### src/rtl/lsecded_pkg.sv
package lsecded_pkg;
    localparam int LANE_DW = 8;
    localparam int HAM_W   = 4;
    localparam int LANE_CW = LANE_DW + HAM_W + 1;

    typedef enum logic {ST_IDLE, ST_RESP} rd_state_e;

    // Hamming position of data bit i (skips power-of-two slots)
    function automatic logic [3:0] data_pos(input int i);
        case (i)
            0: data_pos = 4'd3;
            1: data_pos = 4'd5;
            2: data_pos = 4'd6;
            3: data_pos = 4'd7;
            4: data_pos = 4'd9;
            5: data_pos = 4'd10;
            6: data_pos = 4'd11;
            default: data_pos = 4'd12;
        endcase
    endfunction

    function automatic logic [LANE_DW-1:0] ham_mask(input int j);
        logic [3:0] p;
        ham_mask = '0;
        for (int i = 0; i < LANE_DW; i++) begin
            p = data_pos(i);
            ham_mask[i] = p[j];
        end
    endfunction

    function automatic logic [HAM_W-1:0] ham_bits(input logic [LANE_DW-1:0] d);
        for (int j = 0; j < HAM_W; j++)
            ham_bits[j] = ^(d & ham_mask(j));
    endfunction
endpackage

### src/rtl/lane_enc.sv
module lane_enc
    import lsecded_pkg::*;
(
    input  logic [LANE_DW-1:0] data_i,
    output logic [LANE_CW-1:0] cw_o
);
    logic [HAM_W-1:0] ham;

    always_comb begin
        ham  = ham_bits(data_i);
        cw_o = {data_i, (^data_i) ^ (^ham), ham};
    end
endmodule

### src/rtl/lane_dec.sv
module lane_dec
    import lsecded_pkg::*;
(
    input  logic               chk_i,
    input  logic [LANE_CW-1:0] cw_i,
    output logic [LANE_DW-1:0] data_o,
    output logic               sec_o,
    output logic               ded_o
);
    logic [LANE_DW-1:0] raw;
    logic [HAM_W-1:0]   syn;
    logic               odd;
    logic               hit;

    always_comb begin
        raw    = cw_i[LANE_CW-1 -: LANE_DW];
        syn    = ham_bits(raw) ^ cw_i[HAM_W-1:0];
        odd    = ^cw_i;
        data_o = raw;
        sec_o  = 1'b0;
        ded_o  = 1'b0;
        hit    = 1'b0;
        if (chk_i) begin
            if (odd) begin
                if ((syn & (syn - 4'd1)) == 4'd0) begin
                    sec_o = 1'b1;           // parity or check bit
                end else begin
                    for (int i = 0; i < LANE_DW; i++) begin
                        if (data_pos(i) == syn) begin
                            data_o[i] = ~raw[i];
                            hit = 1'b1;
                        end
                    end
                    sec_o = hit;
                    ded_o = !hit;           // syndrome beyond word
                end
            end else if (syn != '0) begin
                ded_o = 1'b1;
            end
        end
    end

    always_comb begin
        p_one_class_r7: assert (!(sec_o && ded_o));
    end
endmodule

### src/rtl/lane_secded_ram.sv
module lane_secded_ram
    import lsecded_pkg::*;
#(
    parameter int ADDR_W = 10,
    parameter int DATA_W = 32,
    localparam int LANES = DATA_W / LANE_DW,
    localparam int RAM_W = LANES * LANE_CW
) (
    input  logic              clk,
    input  logic              rst_n,
    input  logic              chk_en,
    input  logic              bus_req,
    input  logic              bus_we,
    input  logic [LANES-1:0]  bus_be,
    input  logic [ADDR_W-1:0] bus_addr,
    input  logic [DATA_W-1:0] bus_wdata,
    output logic [DATA_W-1:0] bus_rdata,
    output logic              bus_rvalid,
    output logic [LANES-1:0]  lane_sec,
    output logic [LANES-1:0]  lane_ded,
    output logic              err_valid,
    output logic [ADDR_W-1:0] err_addr,
    output logic              ram_en,
    output logic [LANES-1:0]  ram_we,
    output logic [ADDR_W-1:0] ram_addr,
    output logic [RAM_W-1:0]  ram_wdata,
    input  logic [RAM_W-1:0]  ram_rdata
);
    rd_state_e         state_q, state_d;
    logic              rd_go;
    logic              chk_q;
    logic [ADDR_W-1:0] addr_q;
    logic              dec_chk;
    logic [LANES-1:0]  sec_w, ded_w;

    assign rd_go = bus_req && !bus_we;

    // state register
    always_ff @(posedge clk or negedge rst_n) begin
        if (!rst_n) begin
            state_q <= ST_IDLE;
            chk_q   <= 1'b0;
            addr_q  <= '0;
        end else begin
            state_q <= state_d;
            if (rd_go) begin
                chk_q  <= chk_en;
                addr_q <= bus_addr;
            end
        end
    end

    // next state
    always_comb begin
        state_d = state_q;
        unique case (state_q)
            ST_IDLE: if (rd_go) state_d = ST_RESP;
            ST_RESP: state_d = rd_go ? ST_RESP : ST_IDLE;
        endcase
    end

    // outputs
    always_comb begin
        bus_rvalid = 1'b0;
        unique case (state_q)
            ST_IDLE: bus_rvalid = 1'b0;
            ST_RESP: bus_rvalid = 1'b1;
        endcase
        dec_chk   = bus_rvalid && chk_q;
        ram_en    = bus_req;
        ram_we    = (bus_req && bus_we) ? bus_be : '0;
        ram_addr  = bus_addr;
        lane_sec  = sec_w;
        lane_ded  = ded_w;
        err_valid = |{sec_w, ded_w};
        err_addr  = addr_q;
    end

    for (genvar k = 0; k < LANES; k++) begin : g_lane
        lane_enc u_enc (
            .data_i (bus_wdata[k*LANE_DW +: LANE_DW]),
            .cw_o   (ram_wdata[k*LANE_CW +: LANE_CW])
        );
        lane_dec u_dec (
            .chk_i  (dec_chk),
            .cw_i   (ram_rdata[k*LANE_CW +: LANE_CW]),
            .data_o (bus_rdata[k*LANE_DW +: LANE_DW]),
            .sec_o  (sec_w[k]),
            .ded_o  (ded_w[k])
        );
    end

    p_wr_lanes_r2: assert property (@(posedge clk) disable iff (!rst_n)
        (bus_req && bus_we) |-> (ram_en && ram_we == bus_be && ram_addr == bus_addr));
    p_read_lat_r3: assert property (@(posedge clk) disable iff (!rst_n)
        rd_go |=> bus_rvalid);
    p_idle_quiet_r3: assert property (@(posedge clk) disable iff (!rst_n)
        !rd_go |=> !bus_rvalid);
    p_flag_window_r9: assert property (@(posedge clk) disable iff (!rst_n)
        (|{lane_sec, lane_ded}) |-> (bus_rvalid && err_valid));
    p_err_addr_r9: assert property (@(posedge clk) disable iff (!rst_n)
        err_valid |-> (err_addr == $past(bus_addr)));
    p_bypass_r10: assert property (@(posedge clk) disable iff (!rst_n)
        (rd_go && !chk_en) |=> (lane_sec == '0 && lane_ded == '0 && !err_valid));
endmodule

### config.mk
export PLATFORM = sky130hd
export DESIGN_NAME = lane_secded_ram
export DESIGN_NICKNAME = d
export VERILOG_FILES = /design/src/rtl/lsecded_pkg.sv /design/src/rtl/lane_enc.sv /design/src/rtl/lane_dec.sv /design/src/rtl/lane_secded_ram.sv
export SDC_FILE = /design/constraint.sdc
export NUM_CORES = 1
export LEC_CHECK = 0
export BUFFER_PORTS_ARGS = -buffer_cell sky130_fd_sc_hd__buf_2
export CAP_MARGIN = 10
export CORE_ASPECT_RATIO = 1.5
export CORE_MARGIN = 2
export CORE_UTILIZATION = 38
export DETAILED_ROUTE_END_ITERATION = 10
export MAX_ROUTING_LAYER = met4
export PLACE_DENSITY = 0.79
export SLEW_MARGIN = 25
export SYNTH_ARGS = -nofsm -noshare
export SYNTH_HDL_FRONTEND = slang
export SYNTH_SLANG_ARGS = --single-unit
export TNS_END_PERCENT = 100
### constraint.sdc
create_clock -name clk -period 2.2 [get_ports clk]
set_input_delay 0.11 -clock clk [delete_from_list [all_inputs] [get_ports clk]]
set_output_delay 0.11 -clock clk [all_outputs]
set_load 0.01 [all_outputs]
* Word-level counts from Yosys, hierarchy flattened
Index checks and enable logic that the tools add are counted.
** Operators by class
- Multiplexer cells :: 215
- Equal/unequal tests :: 32
- Add/subtract/negate cells :: 4
- Bitwise logic cells :: 45
- Reductions and logical operators :: 61
** Operators by type and width (number)
- $mux W4 :: 97
- $reduce_xor A8 Y1 :: 36
- $eq A4 B4 Y1 :: 32
- $mux W1 :: 105
- $mux W8 :: 12
- $reduce_xor A13 Y1 :: 4
- $not A1 Y1 :: 33
- $and A4 B4 Y4 :: 4
- $logic_not A4 Y1 :: 4
- $reduce_bool A4 Y1 :: 4
- $reduce_xor A4 Y1 :: 4
- $sub A4 B1 Y4 const B :: 4
- $xor A4 B4 Y4 :: 4
- $reduce_or A8 Y1 :: 1
- $logic_not A1 Y1 :: 5
- $xor A1 B1 Y1 :: 4
- $logic_and A1 B1 Y1 :: 3
- $pmux W1 S2 :: 1
** Word-level totals
- Flip-flop bits (word level) :: 12
- Output and inout bits :: 119
- Word-level logic and storage cells :: 360

* Longest topological paths before layout
Gate-level depths: netlist of run 1.
- Depth after elaboration :: 25
- Mapped depth :: 8
- Gate-level depth less buffers :: 7

* Modules after synthesis
Synthesis of run 1 repeated with hierarchy kept, for this count alone.
** Second synthesis, totals
- Cell total of the unflattened synthesis :: 354
- Area, all modules :: 3483.3 µm²
** By module, submodules not included
- lane_dec at g_lane[1].u_dec ... :: cells each 60, area each 531.8 µm², instances 3
- lane_enc :: cells each 21, area each 210.2 µm², instances 4
- lane_secded_ram :: cells each 44, area each 626.9 µm², instances 1
- lane_dec at g_lane[0].u_dec :: cells each 46, area each 420.4 µm², instances 1

* Worst setup path after synthesis of run 1
OpenSTA, ideal clock, no wires.
- Path kind :: input-to-output
- Start point :: in ram_rdata[31]
- End point :: out err_valid
- Setup slack :: -73 ps
- Stages :: 7
- Data arrival time :: 2163 ps
- Data required time :: 2090 ps
- Buffers on the path :: 0
- Cell sequence :: xnor2_1 > xnor3_1 > xor2_1 > or3_1 > o21ai_1 > or4_1 > or4_1
** Between the ends
- Elaborated cells on any way between the ends :: 36
- Those cells by class :: 1 x add/sub; 8 x eq/ne; 18 x mux; 2 x bitwise; 7 x reduce/logical
** RTL lines
- from (decl) :: RTL line lane_secded_ram.sv:27 : input logic [RAM_W-1:0] ram_rdata
- $reduce_xor A8 Y1 :: RTL line lsecded_pkg.sv:33 : ham_bits[j] = ^(d & ham_mask(j));
- $xor A4 B4 Y4 :: RTL line lane_dec.sv:17 : syn = ham_bits(raw) ^ cw_i[HAM_W-1:0];
- $eq A4 B4 Y1 :: RTL line lane_dec.sv:29 : if (data_pos(i) == syn) begin
- $mux W1 (8 in series) :: RTL line lane_dec.sv:29
- $mux W1 :: RTL line lane_dec.sv:25 : if ((syn & (syn - 4'd1)) == 4'd0) begin
- $mux W1 :: RTL line lane_dec.sv:24 : if (odd) begin
- $mux W1 :: RTL line lane_dec.sv:23 : if (chk_i) begin
- $mux W1 :: RTL line lane_dec.sv:25
- $mux W1 (*) :: RTL line lane_dec.sv:24
- $mux W1 (*) :: RTL line lane_dec.sv:23
- named net g_lane[2].u_dec.sec_o :: RTL line lane_dec.sv:7 : output logic sec_o,
- $reduce_or A8 Y1 (*) :: RTL line lane_secded_ram.sv:75 : err_valid = |{sec_w, ded_w};
- to (decl) :: RTL line lane_secded_ram.sv:21 : output logic err_valid,
Mark *: on every way through the listed nets, which the timed path passes. The rest lies on a longest branch. The select of a mux whose other input is x is not followed.

* Worst setup path in the final report of run 1
- Start point :: in ram_rdata[24]
- End point :: out err_valid
** Between the ends
- Word-level cells in the longest chain between the ends :: 19
- Elaborated cells on any way between the ends :: 37
- Those cells by class :: 1 x add/sub; 8 x eq/ne; 18 x mux; 2 x bitwise; 8 x reduce/logical
** RTL lines
- $reduce_xor A8 Y1 :: RTL line lsecded_pkg.sv:33
- $xor A4 B4 Y4 :: RTL line lane_dec.sv:17
- $eq A4 B4 Y1 :: RTL line lane_dec.sv:29
- $mux W1 (8 in series) :: RTL line lane_dec.sv:29
- $mux W1 :: RTL line lane_dec.sv:25
- $mux W1 :: RTL line lane_dec.sv:24
- $mux W1 :: RTL line lane_dec.sv:23
- $logic_not A1 Y1 :: RTL line lane_dec.sv:35 : ded_o = !hit;
- $mux W1 :: RTL line lane_dec.sv:25
- $mux W1 :: RTL line lane_dec.sv:24
- $mux W1 :: RTL line lane_dec.sv:23
- $reduce_or A8 Y1 (*) :: RTL line lane_secded_ram.sv:75
Every way passes the cells marked *; elsewhere a longest branch is shown, timed or not. The select of a mux whose other input is x is not followed.

==> results of run 1 <==
-- sequential cells by signal, indices dropped and copies added (netlist names) --
register,count
err_addr,10
state_q,1
chk_q,1
-- power groups by stage --
stage | clock (uW) | combinational, uW | sequential, uW
6_report | 317 | 2070 | 268
3_5_place_dp | 0 | 1870 | 271
2_1_floorplan | 0 | 1110 | 284
5_1_grt | 334 | 2230 | 272
4_1_cts | 324 | 1960 | 269
3_3_place_gp | 0 | 1810 | 269
-- synthesized netlist by cell type, drive strengths merged, types with 7 or more instances --
cell type  instances
nor3               8
dfrtp             12
xnor2            103
xor2              42
nand2             23
inv                7
nand3             12
mux2              11
buf               51
xnor3             12
nor2              18
-- cells in the final DEF, fill, tap and decap left out, drive strengths merged --
master	synthesis	final
a211oi	2	2
a21boi	2	2
a21oi	6	6
a31oi	1	1
a41oi	1	1
and2	4	4
and3	6	6
buf	51	298
clkbuf	2	3
dfrtp	12	12
dlygate4sd3	0	1
inv	7	7
maj3	1	1
mux2	11	11
nand2	23	23
nand2b	3	3
nand3	12	12
nor2	18	18
nor2b	5	5
nor3	8	8
nor4	1	1
o21a	1	1
o21ai	3	3
o311a	1	1
o32ai	1	1
or2	1	1
or3	2	2
or4	3	3
xnor2	103	103
xnor3	12	12
xor2	42	42
xor3	3	3
-- what timing repair did --
action	CTS	global route
setup buffers	3	3
resized for setup	29	38
hold endpoints to repair	12	0
hold buffers	1	0
endpoints found under the setup margin	20	27
pin swaps	12	21
-- worst min-delay path by stage --
stage | from | to | slack (ns) | depth (start not counted)
2_1_floorplan | rst_n | chk_q | -0.19 | 0
3_3_place_gp | rst_n | err_addr[0] | -0.008 | 1
3_5_place_dp | rst_n | err_addr[6] | -0.001 | 1
4_1_cts | chk_en | chk_q | 0.11 | 2
5_1_grt | chk_en | chk_q | 0.12 | 2
6_report | chk_en | chk_q | 0.11 | 2
-- per-layer routing --
layer	up-vias	wire (um)
li1	1575	-
met1	1497	3320
met2	144	5660
met3	17	520
met4	0	201
met5	-	0
-- critical path, delay by kind of cell --
family                 cells  cell delay [ns]
XOR/XNOR                   3             0.80
AND/OR/NAND/NOR            3             1.02
AO/OA/AOI/OAI              1             0.06
buffers and inverters      3             0.40
-- stage by stage --
stage / setup slack, ns / std cells / total power (uW)
5_1_grt: -0.374 / 699 / 2840
4_1_cts: -0.298 / 698 / 2560
2_1_floorplan: -0.0374 / 348 / 1400
3_3_place_gp: -0.302 / 691 / 2080
6_report: -0.299 / 699 / 2660
3_5_place_dp: -0.407 / 691 / 2140
-- kinds of logic (layout without fill, tap and decap cells) --
logic type / after synthesis / after routing / share of synthesized area [%]
buf+inv: 60 / 309 / 13.8
compound gates: 18 / 18 / 3.98
mux: 11 / 11 / 4.10
fa+ha+maj: 1 / 1 / 0.331
flops: 12 / 12 / 9.94
xor+xnor: 160 / 160 / 54.1
simple gates: 86 / 86 / 13.7
-- layout make-up --
cell class / count / area (um^2) / area share [%]
multi-input combinational: 276 / 2580 / 53.0
timing repair buffer: 299 / 1750 / 36.0
sequential: 12 / 300 / 6.17
clock buffer: 3 / 75.1 / 1.54
inverter: 7 / 28.8 / 0.592
tap: 102 / 128 / 2.62
==> implementation parameters, run 1 <==
Parameter                              Value

Logic synthesis
  Ys flop type ... dfrtp_1
  Netlist area before placement ... 0.00302 mm^2
  Number of cells produced by synthesis ... 348
  Number of distinct standard cells referenced by the synthesized netlist ... 37
  Number of enable flip-flop cells after synthesis ... 0
  Share of synthesized area occupied by flip-flops and latches ... 9.94%
  Synth top area share ... 29.3%
  Number of warnings printed during yosys synthesis ... 0
  Post-Synthesis Mean Instance Area ... 8.68 um^2
  Cell type with the highest aggregate area in the netlist ... xnor2_1
  Async set-or-reset flop fraction in the synthesized netlist ... 100%
  Number of nets produced by synthesis ... 451
  Synth top area cells ... xnor2_1, buf_4, xor2_1, dfrtp_1, xnor3_1
  Post-synthesis register bit count ... 12

Setup path
  Required time at the worst-slack endpoint ... 2.09 ns
  Crit path cell chain ... buf_2 > xnor2_2 > xnor3_2 > xnor2_2 > buf_4 > nand2_1 > a21oi_1 > or4_1 > or4_4 > buf_6
  Maximum net fanout on the critical path ... 2
  Signal arrival time at the worst endpoint ... 2.39 ns
  Slack of the worst reg-to-reg path ... 1.44 ns
  Classification of the worst setup path ... input port to primary output
  Worst r2r path cells ... 1
  Critical register-to-register path endpoint ... err_addr[5]
  Crit path launch ... ram_rdata[24]
  Crit-path most repeated cell ... xnor2_2
  FF-to-FF Start ... err_addr[5]
  Highest cell delay on the worst timing path ... 0.52 ns
  Worst Setup End Kind ... primary output
  Cell with the largest stage delay on the worst path ... or4_1
  Kind of launch point of the worst setup path ... input port
  Critical path destination ... err_valid

STA
  Slew HR ... 74.3%
  Transition time of the tightest slew-check pin ... 0.382 ns
  Final min period ... 2.50 ns
  Skew final ... 0 ns
  Final max-slew violation count ... 0
  Setup WS post-layout ... -0.299 ns
  Sum of negative setup slack ... -0.505 ns
  Ratio of final minimum period to clock period ... 114%
  Hold Slack ... 0.114 ns
  Final setup fails ... 5
  Number of hold-slack violations in the final timing report ... 0
  Maximum frequency from static timing analysis ... 400 MHz
  Setup repair after global routing missed its margin ... true

Routing
  Remaining antenna violation count ... 0
  Detailed router's first-iteration violation count ... 60
  Vias/cell ... 4.63
  DRC errors left ... 0
  Via count ... 3233
  Mean routed wirelength per cell ... 13.9 um
  Drt total wl ... 9710 um
  DR pass1 iterations ... 4

Layout
  Final design utilization ... 63.5%
  Final Net Count ... 702
  Proportion of layout cells with a drive suffix above 1 ... 60.8%
  Post-route standard cell area excluding fillers ... 0.00486 mm^2
  Layout-stage area growth over the synthesis result ... 61.0%
  Fill cells ... 615
  Number of antenna cells inserted ... 0

Global route
  Remaining global-route overflow ... 0
  Layer with the highest usage after global routing ... met2
  Antenna violations before repair ... 0
  Total routing usage reported by global routing ... 20.9%
  Pin count of the biggest net entering global routing ... 13
  Routing usage on met1 ... 20.5%
  Grt met3 use ... 1.75%
  GR Layer Usage met2 ... 42.7%
  Global-route wire length before repair ... 14600 um
  Via count of the first global-routing pass ... 3315

Run status
  Violated checks ... negative setup slack
  Status ... finished, violations left

Worst hold path
  Worst min-delay path class ... input port to flop

CTS
  Clock Sinks ... 12
  Clk Latency, worst-skew pair ... 0.23 ns
  Worst-path clk slew ... 0.04 ns
  CTS root buffer ... clkbuf_16
  Buffers from clock root to sink, at most ... 2
  CTS tree ... built
  # H-tree levels ... 1
  Number of buffers created by CTS ... 3

Power
  Highest ir drop seen on vdd ... 0.000490 V
  Clock group share of total power ... 11.9%
  Lkg Pwr ... 0.00250 uW
  PwrDens ... 546 mW/mm^2
  P_int ... 1570 uW
  Portion of total power attributed to combinational logic ... 78.0%
  Switch Pwr ... 1090 uW
  Net switching fraction of the power ... 41.0%
  Proportion of power drawn by flip-flops and latches ... 10.1%

Floorplanning
  Floorplan Core Area ... 0.00766 mm^2
  Effective utilization at floorplan ... 39.4%
  DIE WIDTH ... 76.8 um
  Vertical die dimension ... 113 um
  Ports ... 222
  Die area ... 0.00869 mm^2
  Number of rows created at floorplan ... 39

Run
  Total of max-cap violations ... 0

Placed design
  Number of buffers added on ports ... 221
  Placed inst area ... 0.00443 mm^2
  Placed wire-length estimate after detailed placement ... 7910 um
  Final Wtd Congestion ... 0.839
No activity file was read; power rests on OpenSTA's default activity.
==> run 2: changes to the inputs <==
--- a/config.mk
+++ b/config.mk
@@ -9,3 +9,3 @@
 export CAP_MARGIN = 10
-export CORE_ASPECT_RATIO = 1.5
+export CORE_ASPECT_RATIO = 0.6
 export CORE_MARGIN = 2
--- a/constraint.sdc
+++ b/constraint.sdc
@@ -3,2 +3,2 @@
 set_output_delay 0.11 -clock clk [all_outputs]
-set_load 0.01 [all_outputs]
+set_load 0.1 [all_outputs]
==> run 2 against run 1 <==
The run still ends with negative setup slack left; first-iteration DRC count is 73% higher; clock power is 18% higher; non-clock buffer count is 27 higher; via count is 7.8% higher; sequential share of layout area is 1.8 points lower; core utilization is 26 points higher; maximum frequency is 5.5% lower; cell count is 4.9% higher; critical endpoint unchanged; highest routed layer unchanged.
==> implementation parameters, run 2 (synthesis gave the netlist of run 1 again) <==
Parameter                              Value

Run status
  Status ... finished, violations left
  Violated checks ... negative setup slack

STA
  Final min period ... 2.64 ns (+0.146 ns)
  Ratio of final minimum period to clock period ... 120% (+6.6 points)
  Setup repair after global routing missed its margin ... true
  Number of hold-slack violations in the final timing report ... 0 (unchanged)
  Slew HR ... 58.4% (-16 points)
  Maximum frequency from static timing analysis ... 378 MHz (-5.5%)
  Transition time of the tightest slew-check pin ... 0.619 ns (+0.237 ns)
  Final setup fails ... 17 (+12)
  Setup WS post-layout ... -0.444 ns (-0.146 ns)
  Skew final ... 0 ns (unchanged)
  Final max-slew violation count ... 0 (unchanged)
  Hold Slack ... 0.113 ns (-0.00120 ns)

Routing
  Total length of routed met2 wires ... 7430 um (+31%)
  Via count ... 3485 (+7.8%)
  Vias/cell ... 4.75 (+2.8%)
  DRC errors left ... 0 (unchanged)
  Uppermost signal routing layer after detailed routing ... met4
  Detailed router's first-iteration violation count ... 104 (+73%)
  Remaining antenna violation count ... 0 (unchanged)
  Routed metal-1 wire length ... 4840 um (+46%)
  Amount of wire on met3 after detailed routing ... 597 um (+15%)
  DR pass1 iterations ... 4 (unchanged)
  Mean routed wirelength per cell ... 17.9 um (+29%)
  Drt total wl ... 13200 um (+36%)

Placed design
  Number of buffers added on ports ... 221 (unchanged)
  Final Wtd Congestion ... 0.903 (+7.6%)
  Placed wire-length estimate after detailed placement ... 9510 um (+20%)
  Placed inst area ... 0.00611 mm^2 (+38%)

CTS
  CTS root buffer ... clkbuf_16
  # H-tree levels ... 1 (unchanged)
  Buffers from clock root to sink, at most ... 2 (unchanged)
  CTS tree ... built
  Clock Sinks ... 12 (unchanged)
  Clk Latency, worst-skew pair ... 0.24 ns (about the same)
  Number of buffers created by CTS ... 3 (unchanged)
  Worst-path clk slew ... 0.05 ns (about the same)

Global route
  Total routing usage reported by global routing ... 27.9% (+7.0 points)
  Pin count of the biggest net entering global routing ... 13 (unchanged)
  Remaining global-route overflow ... 0 (unchanged)
  Via count of the first global-routing pass ... 3716 (+12%)
  Antenna violations before repair ... 0 (unchanged)
  Global-route wire length before repair ... 18600 um (+27%)

Floorplanning
  Floorplan Core Area ... 0.00779 mm^2 (+1.7%)
  Ports ... 222 (unchanged)
  Effective utilization at floorplan ... 38.8% (-0.65 points)
  DIE WIDTH ... 119 um (+55%)
  Die area ... 0.00870 mm^2 (about the same)
  Vertical die dimension ... 73.1 um (-35%)
  Number of rows created at floorplan ... 25 (-36%)

Setup path
  Highest cell delay on the worst timing path ... 0.53 ns (about the same)
  Cell with the largest stage delay on the worst path ... or4_1
  Worst Setup End Kind ... primary output
  Critical register-to-register path endpoint ... chk_q
  FF-to-FF Start ... chk_q
  Maximum net fanout on the critical path ... 3 (+1)
  Count of buffer and inverter cells on the critical path ... 3 (unchanged)
  Classification of the worst setup path ... input port to primary output
  Signal arrival time at the worst endpoint ... 2.53 ns (+0.14 ns)
  Critical path's top delay family ... simple AND/OR/NAND/NOR gates
  Worst r2r path cells ... 2 (+1)
  Kind of launch point of the worst setup path ... input port
  Required time at the worst-slack endpoint ... 2.09 ns (about the same)
  Slack of the worst reg-to-reg path ... 1.27 ns (-0.17 ns)
  Crit path cell chain ... buf_2 > buf_4 > xnor2_1 > xnor3_1 > or2_4 > nor2b_2 > o21ai_2 > or4_1 > or4_4 > buf_8

Layout
  Fill cells ... 322 (-48%)
  Layout-stage area growth over the synthesis result ... 131%
  Final Net Count ... 729 (+3.8%)
  Commonest non-fill, non-tap cell in the layout ... buf_2
  Largest register FFs ... 10 (unchanged)
  Proportion of layout cells with a drive suffix above 1 ... 76.6% (+16 points)
  Most frequent cells in the layout ... buf_2, buf_4, xnor2_1
  Number of antenna cells inserted ... 0 (unchanged)
  Post-route standard cell area excluding fillers ... 0.00697 mm^2 (+43%)

Worst hold path
  Launch point of the worst hold path ... bus_addr[2]
  Endpoint, Worst Hold ... err_addr[2]
  Worst min-delay path class ... input port to flop
  Worst Hold Depth ... 2 (unchanged)

Run
  Total of max-cap violations ... 0 (unchanged)

Power
  PwrDens ... 777 mW/mm^2 (+42%)
  Highest ir drop seen on vdd ... 0.000677 V (+38%)
  Lkg Pwr ... 0.00326 uW (+30%)
==> run 2: cell count changes in the layout (fill, tap and decap cells not counted), sizes merged <==
cell | before | now
clkbuf | 3 | 5
buf | 298 | 324
==> run 2: through the flow <==
stage / power, uW / worst slack, ns / instances / utilization (%) / TNS, ns
floorplan: 3420 / -0.221 / 348 / - / -2.52
finish: 5420 / -0.444 / 733 / 89.5 / -2.88
global placement: 4490 / -0.468 / 715 / 78.5 / -2.61
detailed placement: 4590 / -0.561 / 715 / 78.5 / -5.12
global route: 5600 / -0.472 / 733 / 89.5 / -4.15
CTS: 5200 / -0.422 / 727 / 85.3 / -1.88
==> run 2: worst max-delay path by stage <==
stage | cells past startpoint | slack, ns | from | to
3_5_place_dp | 10 | -0.56 | ram_rdata[37] | err_valid
6_report | 10 | -0.44 | ram_rdata[37] | err_valid
4_1_cts | 6 | -0.42 | state_q | err_valid
5_1_grt | 9 | -0.47 | ram_rdata[16] | err_valid
3_3_place_gp | 9 | -0.47 | ram_rdata[31] | err_valid
2_1_floorplan | 7 | -0.22 | ram_rdata[19] | err_valid
==> run 2: report_power, final <==
group          leakage (uW)  internal [uW]  switching, uW
Clock             0.0000442            275            100
Sequential         0.000141            253           22.2
Combinational       0.00307           1650           3120
Total               0.00326           2180           3240
==> run 2: repair_timing <==
action	in CTS	in global routing
pin swaps	42	37
hold endpoints to repair	12	0
hold buffers	1	0
buffers inserted	7	7
gates cloned	0	0
setup endpoints to repair	34	35
gates resized for setup	72	55
==> run 2: worst reg2reg max path, stage by stage (launching register included) <==
cell     delay (ns)
dfrtp_1        0.40
buf_4          0.15
mux2_2         0.26
==> run 2: area by class of cell <==
class	count	area, um^2	area share (%)
clock buffers	4	88.8	1.27
flip-flops and latches	12	304	4.36
inverters	7	26.3	0.377
multi-input cells	276	3750	53.7
well taps	108	135	1.94
repair buffers	326	2670	38.3
==> run 2: layer usage <==
metal	up-vias	track usage [%]
li1	1628	-
met1	1695	29.8
met2	138	54.6
met3	24	3.13
met4	0	9.13
met5	-	-
==> run 3: changes to the inputs <==
- GPL_TIMING_DRIVEN: unset -> 0
==> run 3 against run 2 <==
The run still ends with negative setup slack left; largest power group unchanged; core utilization grew 0.93 points; power grew 0.43%; combinational power is essentially flat; worst setup slack lost 0.071 ns; die area is the same; sequential power is essentially flat; routed wire length grew 9.9%; critical path depth shrank 1.
==> implementation parameters, run 3 (synthesis gave the netlist of run 1 again) <==
Parameter                              Value

Layout
  Largest register FFs ... 10 (unchanged)
  Final Net Count ... 733 (+0.55%)
  Number of antenna cells inserted ... 0 (unchanged)
  Proportion of layout cells with a drive suffix above 1 ... 79.2% (+2.5 points)
  Fill cells ... 308 (-4.3%)
  Commonest non-fill, non-tap cell in the layout ... buf_2
  Filler-free cell count of the finished design ... 737 (+0.55%)
  Layout-stage area growth over the synthesis result ... 133%
  Most frequent cells in the layout ... buf_2, buf_4, xnor2_1

STA
  Final setup fails ... 24 (+7)
  Transition time of the tightest slew-check pin ... 0.640 ns (+0.0209 ns)
  Ratio of final minimum period to clock period ... 123% (+3.2 points)
  Slew HR ... 57.0% (-1.4 points)
  Skew final ... 0 ns (unchanged)
  Setup WS post-layout ... -0.515 ns (-0.0706 ns)
  Setup repair after global routing missed its margin ... true
  Number of hold-slack violations in the final timing report ... 0 (unchanged)
  Maximum frequency from static timing analysis ... 368 MHz (-2.6%)
  Final max-slew violation count ... 0 (unchanged)
  Sum of negative setup slack ... -3.39 ns (-0.512 ns)
  Final min period ... 2.71 ns (+0.0706 ns)

Setup path
  Count of buffer and inverter cells on the critical path ... 2 (-1)
  Worst Setup End Kind ... primary output
  Classification of the worst setup path ... input port to primary output
  Cell with the largest stage delay on the worst path ... or4_4
  Kind of launch point of the worst setup path ... input port
  Required time at the worst-slack endpoint ... 2.09 ns (about the same)
  Crit path cell chain ... buf_12 > xnor3_1 > xnor3_2 > xnor2_4 > a21boi_2 > o32ai_2 > or4_1 > or4_4 > buf_12
  Critical path's top delay family ... simple AND/OR/NAND/NOR gates
  Maximum net fanout on the critical path ... 3 (unchanged)
  Highest cell delay on the worst timing path ... 0.51 ns (-0.02 ns)
  Crit-path most repeated cell ... buf_12
  Signal arrival time at the worst endpoint ... 2.60 ns (+0.07 ns)

CTS
  Clk Latency, worst-skew pair ... 0.24 ns (about the same)
  # H-tree levels ... 1 (unchanged)
  CTS root buffer ... clkbuf_16
  Number of buffers created by CTS ... 3 (unchanged)
  CTS tree ... built
  Buffers from clock root to sink, at most ... 2 (unchanged)
  Clock Sinks ... 12 (unchanged)
  Worst-path clk slew ... 0.05 ns (about the same)

Routing
  Routed metal-1 wire length ... 5300 um (+9.5%)
  Remaining antenna violation count ... 0 (unchanged)
  Vias/cell ... 4.91 (+3.3%)
  Drt total wl ... 14500 um (+9.9%)
  Detailed router's first-iteration violation count ... 185 (+78%)
  DR pass1 iterations ... 4 (unchanged)
  Mean routed wirelength per cell ... 19.6 um (+9.3%)
  Via count ... 3621 (+3.9%)
  Total length of routed met2 wires ... 8110 um (+9.1%)
  DRC errors left ... 0 (unchanged)
  Uppermost signal routing layer after detailed routing ... met4
  Amount of wire on met3 after detailed routing ... 639 um (+7.0%)

Floorplanning
  Die area ... 0.00870 mm^2 (unchanged)
  Number of rows created at floorplan ... 25 (unchanged)
  Ports ... 222 (unchanged)
  DIE WIDTH ... 119 um (unchanged)
  Floorplan Core Area ... 0.00779 mm^2 (unchanged)
  Vertical die dimension ... 73.1 um (unchanged)
  Effective utilization at floorplan ... 38.8% (unchanged)

Run status
  Violated checks ... negative setup slack
  Status ... finished, violations left

Power
  PwrDens ... 772 mW/mm^2 (-0.60%)
  Highest ir drop seen on vdd ... 0.000901 V (+33%)
  Overall Power ... 5440 uW (+0.43%)
  Lkg Pwr ... 0.00336 uW (+3.2%)

Global route
  Antenna violations before repair ... 0 (unchanged)
  Total routing usage reported by global routing ... 25.7% (-2.2 points)
  Global-route wire length before repair ... 17300 um (-7.2%)
  Via count of the first global-routing pass ... 3482 (-6.3%)
  Pin count of the biggest net entering global routing ... 13 (unchanged)
  Remaining global-route overflow ... 0 (unchanged)

Placed design
  Placed wire-length estimate after detailed placement ... 8140 um (-14%)
  Number of buffers added on ports ... 220 (-0.45%)
  Final Wtd Congestion ... 0.826 (-8.5%)
  Placed cells ... 676 (-5.5%)
  Setup WS pre-CTS ... -0.695 ns (-0.134 ns)

Worst hold path
  Worst min-delay path class ... input port to flop

Run
  Total of max-cap violations ... 0 (unchanged)
## run 3: cell types whose count changed in the layout (fill, tap and decap cells not counted), sizes merged
cell	delta
clkbuf	+3
buf	+1
## run 3: area by class of cell
cell class	instances	area (um^2)	share of cell area, %
flip-flops and latches	12	304	4.32
inverters	7	28.8	0.408
plain buffers	53	412	5.84
well taps	108	135	1.92
multi-input cells	276	3850	54.7
clock buffers	4	88.8	1.26
repair buffers	277	2220	31.6
## run 3: per-stage QoR
stage / hold WS [ns] / area (um^2) / util [%]
after global routing: 0.123 / 7050 / 90.5
final: 0.118 / 7050 / 90.5
after detailed placement: -0.00179 / 5200 / 66.8
after CTS: 0.118 / 6330 / 81.2
after floorplan: -0.186 / 3960 / -
after global placement: -0.00846 / 5200 / 66.8
## run 3: timing repair
action                     4_1_cts  5_1_grt
gates resized for setup        200      110
hold buffers                     1        0
setup endpoints to repair       41       41
setup buffers                   27       29
hold endpoints to repair        12        0
pin swaps                       35       51
## run 3: worst paths after layout
kind                          startpoint     endpoint  slack, ns  depth (start not counted)
max reg2reg                  err_addr[5]  err_addr[5]       1.40                          1
max in group asynchronous          rst_n      state_q       1.68                          2
min reg2reg                  err_addr[3]  err_addr[3]       0.51                          1
min in group asynchronous          rst_n  err_addr[5]       0.28                          2
max                        ram_rdata[20]    err_valid      -0.51                          9
min                          bus_addr[9]  err_addr[9]       0.12                          2
## run 3: layer usage
layer | vias to the layer above | track usage [%]
met4 | 0 | 3.84
li1 | 1641 | -
met5 | - | -
met2 | 160 | 48.3
met1 | 1781 | 31.1
met3 | 39 | 2.11
## run 3: report_power, final
| group | internal [uW] | total [uW] | switching, uW |
|---|---|---|---|
| registers | 253 | 275 | 21.8 |
| clock network | 275 | 374 | 99.2 |
| logic | 1580 | 4790 | 3210 |
